==> config.mk <==
export PLATFORM = sky130hd
export DESIGN_NAME = blk_dispatch
export DESIGN_NICKNAME = d
export VERILOG_FILES = /design/src/rtl/blk_dispatch_pkg.sv /design/src/rtl/blk_dispatch_lowest.sv /design/src/rtl/blk_dispatch_core.sv /design/src/rtl/blk_dispatch.sv
export SDC_FILE = /design/constraint.sdc
export NUM_CORES = 1
export LEC_CHECK = 0
export BUFFER_PORTS_ARGS = -buffer_cell sky130_fd_sc_hd__buf_2
export CAP_MARGIN = 25
export CORE_MARGIN = 8
export CORE_UTILIZATION = 40
export DETAILED_ROUTE_END_ITERATION = 10
export GPL_ROUTABILITY_DRIVEN = 0
export PLACE_DENSITY_LB_ADDON = 0.3
export REMOVE_ABC_BUFFERS = 1
export SYNTH_ARGS = -nofsm -noshare
export SYNTH_HDL_FRONTEND = slang
export SYNTH_SLANG_ARGS = --single-unit
export TNS_END_PERCENT = 20
==> constraint.sdc <==
create_clock -name clk_i -period 15.3 [get_ports clk_i]
set_clock_uncertainty 0.2 [all_clocks]
set_input_delay 0 -clock clk_i [delete_from_list [all_inputs] [get_ports clk_i]]
set_output_delay 0 -clock clk_i [all_outputs]
set_load 0.02 [all_outputs]
==> src/rtl/blk_dispatch_pkg.sv <==
package blk_dispatch_pkg;
  typedef enum logic [1:0] {
    REQ_IDLE = 2'd0,
    REQ_BAD  = 2'd1,
    REQ_FIT  = 2'd2,
    REQ_WAIT = 2'd3
  } req_kind_e;
endpackage

==> src/rtl/blk_dispatch_lowest.sv <==
module blk_dispatch_lowest #(
  parameter int N = 8,
  parameter int W = (N > 1) ? $clog2(N) : 1
) (
  input  logic [N-1:0] vec_i,
  output logic         any_o,
  output logic [W-1:0] idx_o
);
  always_comb begin
    any_o = 1'b0;
    idx_o = '0;
    for (int i = N - 1; i >= 0; i--) begin
      if (vec_i[i]) begin
        any_o = 1'b1;
        idx_o = W'(i);
      end
    end
  end
endmodule

==> src/rtl/blk_dispatch_core.sv <==
module blk_dispatch_core #(
  parameter int MAX_BLOCKS  = 8,
  parameter int MAX_THREADS = 768,
  parameter int REQ_W       = 11,
  localparam int SLOT_W = (MAX_BLOCKS > 1) ? $clog2(MAX_BLOCKS) : 1,
  localparam int BLK_W  = $clog2(MAX_BLOCKS + 1),
  localparam int THR_W  = $clog2(MAX_THREADS + 1)
) (
  input  logic              clk_i,
  input  logic              rst_ni,
  input  logic [REQ_W-1:0]  req_threads_i,
  output logic              fit_o,
  output logic [SLOT_W-1:0] free_slot_o,
  input  logic              alloc_i,
  input  logic              done_i,
  input  logic [SLOT_W-1:0] done_slot_i,
  output logic [BLK_W-1:0]  blocks_o,
  output logic [THR_W-1:0]  threads_o
);
  localparam int SUM_W = ((THR_W > REQ_W) ? THR_W : REQ_W) + 1;

  logic [MAX_BLOCKS-1:0] busy_q;
  logic [THR_W-1:0]      size_q [MAX_BLOCKS];
  logic [BLK_W-1:0]      blocks_q;
  logic [THR_W-1:0]      threads_q;
  logic                  slot_any;
  logic [SUM_W-1:0]      sum_add;
  logic                  done_hit;
  logic [THR_W-1:0]      done_size;

  blk_dispatch_lowest #(.N(MAX_BLOCKS), .W(SLOT_W)) u_free (
    .vec_i (~busy_q),
    .any_o (slot_any),
    .idx_o (free_slot_o)
  );

  assign sum_add   = SUM_W'(threads_q) + SUM_W'(req_threads_i);
  assign fit_o     = slot_any && (sum_add <= SUM_W'(MAX_THREADS));
  assign done_hit  = done_i && busy_q[done_slot_i];
  assign done_size = size_q[done_slot_i];

  always_ff @(posedge clk_i or negedge rst_ni) begin
    if (!rst_ni) begin
      busy_q    <= '0;
      blocks_q  <= '0;
      threads_q <= '0;
      for (int i = 0; i < MAX_BLOCKS; i++) size_q[i] <= '0;
    end else begin
      // alloc slot is free and done slot is busy, so they never collide
      if (done_hit) busy_q[done_slot_i] <= 1'b0;
      if (alloc_i) begin
        busy_q[free_slot_o] <= 1'b1;
        size_q[free_slot_o] <= THR_W'(req_threads_i);
      end
      blocks_q  <= blocks_q + BLK_W'(alloc_i) - BLK_W'(done_hit);
      threads_q <= threads_q + (alloc_i ? THR_W'(req_threads_i) : '0)
                             - (done_hit ? done_size : '0);
    end
  end

  assign blocks_o  = blocks_q;
  assign threads_o = threads_q;
endmodule

==> src/rtl/blk_dispatch.sv <==
module blk_dispatch
  import blk_dispatch_pkg::*;
#(
  parameter int NUM_CORES       = 2,
  parameter int MAX_BLOCKS      = 8,
  parameter int MAX_THREADS     = 768,
  parameter int BLK_MAX_THREADS = 512,
  parameter int REQ_W           = 11,
  parameter int ID_W            = 8,
  localparam int CORE_W = (NUM_CORES > 1) ? $clog2(NUM_CORES) : 1,
  localparam int SLOT_W = (MAX_BLOCKS > 1) ? $clog2(MAX_BLOCKS) : 1,
  localparam int BLK_W  = $clog2(MAX_BLOCKS + 1),
  localparam int THR_W  = $clog2(MAX_THREADS + 1)
) (
  input  logic                        clk_i,
  input  logic                        rst_ni,
  input  logic                        req_valid_i,
  output logic                        req_ready_o,
  input  logic [ID_W-1:0]             req_id_i,
  input  logic [REQ_W-1:0]            req_threads_i,
  input  logic [NUM_CORES-1:0]        done_i,
  input  logic [NUM_CORES*SLOT_W-1:0] done_slot_i,
  output logic                        asg_valid_o,
  output logic [CORE_W-1:0]           asg_core_o,
  output logic [SLOT_W-1:0]           asg_slot_o,
  output logic [ID_W-1:0]             asg_id_o,
  output logic [REQ_W-1:0]            asg_threads_o,
  output logic                        rej_valid_o,
  output logic [ID_W-1:0]             rej_id_o,
  output logic [NUM_CORES*BLK_W-1:0]  occ_blocks_o,
  output logic [NUM_CORES*THR_W-1:0]  occ_threads_o
);
  logic [NUM_CORES-1:0] fit;
  logic [SLOT_W-1:0]    free_slot [NUM_CORES];
  logic                 core_any;
  logic [CORE_W-1:0]    core_sel;
  logic                 bad;
  req_kind_e            kind;

  assign bad = (req_threads_i == '0) || (req_threads_i > REQ_W'(BLK_MAX_THREADS));

  always_comb begin
    if (!req_valid_i)  kind = REQ_IDLE;
    else if (bad)      kind = REQ_BAD;
    else if (core_any) kind = REQ_FIT;
    else               kind = REQ_WAIT;
  end

  assign req_ready_o = (kind == REQ_BAD) || (kind == REQ_FIT);

  blk_dispatch_lowest #(.N(NUM_CORES), .W(CORE_W)) u_pick (
    .vec_i (fit),
    .any_o (core_any),
    .idx_o (core_sel)
  );

  for (genvar c = 0; c < NUM_CORES; c++) begin : g_core
    blk_dispatch_core #(
      .MAX_BLOCKS  (MAX_BLOCKS),
      .MAX_THREADS (MAX_THREADS),
      .REQ_W       (REQ_W)
    ) u_core (
      .clk_i         (clk_i),
      .rst_ni        (rst_ni),
      .req_threads_i (req_threads_i),
      .fit_o         (fit[c]),
      .free_slot_o   (free_slot[c]),
      .alloc_i       ((kind == REQ_FIT) && (core_sel == CORE_W'(c))),
      .done_i        (done_i[c]),
      .done_slot_i   (done_slot_i[c*SLOT_W +: SLOT_W]),
      .blocks_o      (occ_blocks_o[c*BLK_W +: BLK_W]),
      .threads_o     (occ_threads_o[c*THR_W +: THR_W])
    );
  end

  always_ff @(posedge clk_i or negedge rst_ni) begin
    if (!rst_ni) begin
      asg_valid_o   <= 1'b0;
      asg_core_o    <= '0;
      asg_slot_o    <= '0;
      asg_id_o      <= '0;
      asg_threads_o <= '0;
      rej_valid_o   <= 1'b0;
      rej_id_o      <= '0;
    end else begin
      asg_valid_o <= (kind == REQ_FIT);
      rej_valid_o <= (kind == REQ_BAD);
      if (kind == REQ_FIT) begin
        asg_core_o    <= core_sel;
        asg_slot_o    <= free_slot[core_sel];
        asg_id_o      <= req_id_i;
        asg_threads_o <= req_threads_i;
      end
      if (kind == REQ_BAD) rej_id_o <= req_id_i;
    end
  end
endmodule

==> run_results.csv <==
group,metric,value,unit
global_route,first_global_vias,9132,
clocking,post_cts_buffers,0,
sta,rsz0062_at_grt,"no",
cells_and_area,final_common_cell,"dfrtp_1",
synthesis,ys_seq_elements,237,
synthesis,synth-async-reset-ratio,100,%
sta,drv_slew,0,
global_route,grt_pass1_wl,51800,um
critical_path,start_kind,"register",
critical_path,crit_path_end_kind,"register",
synthesis,synth.distinct_cells,74,
synthesis,ys_seq_area_share,45.6,%
pwr,p_leak,7.28,nW
drt,drc,0,
critical_path,worstPathCellList,"ha_1 > fa_1 > a211oi_2 > nor3_1 > or2_0 > nor4_1 > o2bb2ai_1 > o21ai_2 > and2_1 > nand2_1 > fa_1 > inv_1 > ha_1 > a21o_1 > a21oi_1 > o21ai_0 > o41ai_1 > o21ai_0 > xnor2_1 > xnor2_1",
sta,finalCritPeriodShare,38.4,%
drt,num_vias,8929,
floorplan,die_h,196,um
sta,min_period,5.88,ns
worst_hold_path,whs_path_depth,3,
critical_path,required,15.54,ns
global_route,grt_usage,16.7,%
critical_path,reg2reg_slack,9.42,ns
synthesis,synthFlopType,"dfrtp_1",
clocking,clkTransAtPathRegs,0.06,ns
sta,worstMarginPinSlew,1.03,ns
critical_path,path_class,"reg2reg",
placed_design,post_dp_cell_area,13800,um^2
clocking,clkLatencyLatePin,0.52,ns
clocking,cts_root_buf,"clkbuf_16",
cells_and_area,final_cell_mix,"dfrtp_1, mux2_2, buf_2",
sta,slew_headroom,31.4,%
global_route,grt_max_degree,104,
clocking,clkSinkCount,237,
placed_design,hpwl,21200,um
sta,setup_tns,0,ns
critical_path,r2r_cells,20,
sta,setup_slack,9.42,ns
floorplan,die_w,196,um
floorplan,boundaryPins,92,
critical_path,slowest_delay,0.57,ns
status,status,"completed",
drt,dr.pass1.iters,5,
drt,drt_wl_total,32100,um
global_route,antenna_found_initial,0,
worst_hold_path,min_from,"req_id_i[6]",
floorplan,die-area,38600,um^2
clocking,cts_inserted_buffers,25,
drt,vias_per_cell,5.31,
drt,drt-initial-drc-count,448,
drt,ant_nets,0,
placed_design,numPortBuffers,91,
cells_and_area,multi_input_area,6460,um^2
global_route,gr-total-overflow,0,
cells_and_area,fin_area,15100,um^2
cells_and_area,fin_nets,1326,
flow_run,maxCapViolCount,0,
pwr,powerDensity,168,nW/um^2
sta,max_freq,170,MHz
cells_and_area,fill_cells,2878,
critical_path,r2r_start,"g_core[0].u_core.threads_o[0]",
critical_path,slowest_stage,"o21ai_2",
cells_and_area,syn2layout_area_growth,16.0,%
worst_hold_path,min_to,"asg_id_o[6]",
synthesis,synth_warnings,0,
placed_design,dp_slack,9.10,ns
synthesis,yosysTopAreaCell,"dfrtp_1",
floorplan,core,32300,um^2
pwr,ir_drop,0.0803,mV
synthesis,netlist_instances,1119,
clocking,clockBufferDepth,3,
cells_and_area,regArea,5930,um^2
cells_and_area,final_util,46.8,%
sta,setup_viol,0,
clocking,tritoncts,"done",
synthesis,netlist_top_cells_area,"dfrtp_1, mux2_2, ha_1",
synthesis,synth-edff-count,0,
pwr,power.total,2.54,mW
critical_path,r2r-end,"g_core[1].u_core.threads_o[9]",
drt,routedWlPerCell,19.1,um
critical_path,worstPathArrival,6.12,ns
floorplan,start_util,40.3,%
sta,hold_violations,0,
cells_and_area,diodes,0,
clocking,htree_levels,1,
worst_hold_path,hold_path.class,"in2reg",
cells_and_area,layout-drive-gt1-share,29.3,%
synthesis,avgSynthCellArea,11.6,um^2
synthesis,synth_area,13000,um^2
critical_path,worstPathMaxFanout,15,
floorplan,rows,66,
synthesis,synth_top_area_share,45.6,%
-- worst max-delay path: cells and delay by family, from the launching register on --
family	cells	cell delay [ns]
AO/OA/AOI/OAI	8	2.12
XOR/XNOR	2	0.35
adder cells (fa/ha/maj)	4	1.49
buffers and inverters	1	0.06
flip-flops	1	0.40
AND/OR/NAND/NOR	5	1.16
-- registers in the layout, summed over array words and instances, names as in the netlist --
| signal | count |
|---|---|
| g_core.u_core.size_q | 160 |
| g_core.u_core.threads_o | 20 |
| g_core.u_core.busy_q | 16 |
| asg_slot_o | 3 |
| asg_threads_o | 11 |
| rej_valid_o | 1 |
| asg_core_o | 1 |
| asg_id_o | 8 |
| rej_id_o | 8 |
| asg_valid_o | 1 |
| g_core.u_core.blocks_o | 8 |
-- stage by stage --
stage / std cells / hold WS, ns
floorplan: 1051 / -0.496
global placement: 1589 / -0.0648
detailed placement: 1593 / -0.0695
CTS: 1678 / 0.0359
global route: 1680 / 0.0823
finish: 1680 / 0.0656
-- worst max path at each step --
stage | from | endpoint | slack (ns) | depth (start not counted)
3_5_place_dp | g_core[1].u_core.threads_o[0] | g_core[1].u_core.threads_o[9] | 9.10 | 20
5_1_grt | g_core[0].u_core.threads_o[0] | g_core[1].u_core.threads_o[9] | 8.96 | 20
6_report | g_core[0].u_core.threads_o[0] | g_core[1].u_core.threads_o[9] | 9.42 | 20
2_1_floorplan | g_core[1].u_core.threads_o[0] | g_core[1].u_core.threads_o[9] | 9.80 | 20
3_3_place_gp | g_core[1].u_core.threads_o[0] | g_core[1].u_core.threads_o[9] | 9.32 | 20
4_1_cts | g_core[1].u_core.threads_o[0] | g_core[1].u_core.threads_o[9] | 9.09 | 20
-- cell families (layout without fill, tap and decap cells) --
logic type      Yosys count  after routing  share of synthesized area (%)
fa+ha+maj                70             70                           8.00
compound gates          155            155                           8.09
mux                     233            233                           21.7
simple gates            230            230                           9.11
xor+xnor                 36             36                           2.53
buf+inv                 158            277                           4.95
flops                   237            237                           45.6
-- layout make-up --
cell class	instances	share of cell area (%)
Multi-Input combinational cell	724	42.8
Clock buffer	37	4.97
Inverter	90	2.24
Clock inverter	2	0.232
Tap cell	442	3.66
Timing Repair Buffer	148	6.83
Sequential cell	237	39.3
-- repair_timing --
action,in CTS,in global routing
endpoints found under the hold margin,314,0
hold buffers,46,0
resized for setup,0,0
-- power breakdown --
group | internal [mW] | switching (mW) | total [mW] | leakage (nW)
clock | 0.351 | 0.239 | 0.590 | 0.388
sequential | 0.787 | 0.103 | 0.890 | 3.13
combinational | 0.482 | 0.578 | 1.06 | 3.76
-- routing by layer --
metal | global-route usage [%] | routed length, um | up-vias
met5 | 0 | 0 | -
met4 | 3.51 | 471 | 0
met3 | 2.20 | 1470 | 35
met2 | 28.2 | 15600 | 185
met1 | 22.7 | 14600 | 4561
li1 | - | - | 4148
-- synthesized netlist by cell type, drive strengths merged, types with 2 or more instances --
library cell	number
mux2i	24
a221o	4
a221oi	2
nand3	15
a32oi	2
nor3	15
o22a	5
nor2b	9
a2111oi	2
nand3b	4
xnor2	24
o211ai	4
nand2b	16
o31ai	5
a21boi	5
and3	4
mux2	188
o21ai	41
o311ai	2
o32ai	2
nand4	12
dfrtp	237
inv	89
xor2	11
buf	27
nor4	9
fa	22
nand2	85
o22ai	12
and2	6
or2	3
mux4	21
a211oi	9
or3	2
clkbuf	41
a31oi	5
o21bai	2
a21oi	28
ha	48
nor3b	3
nor4b	3
a21o	13
nor2	42
No activity file was read; power rests on OpenSTA's default activity.
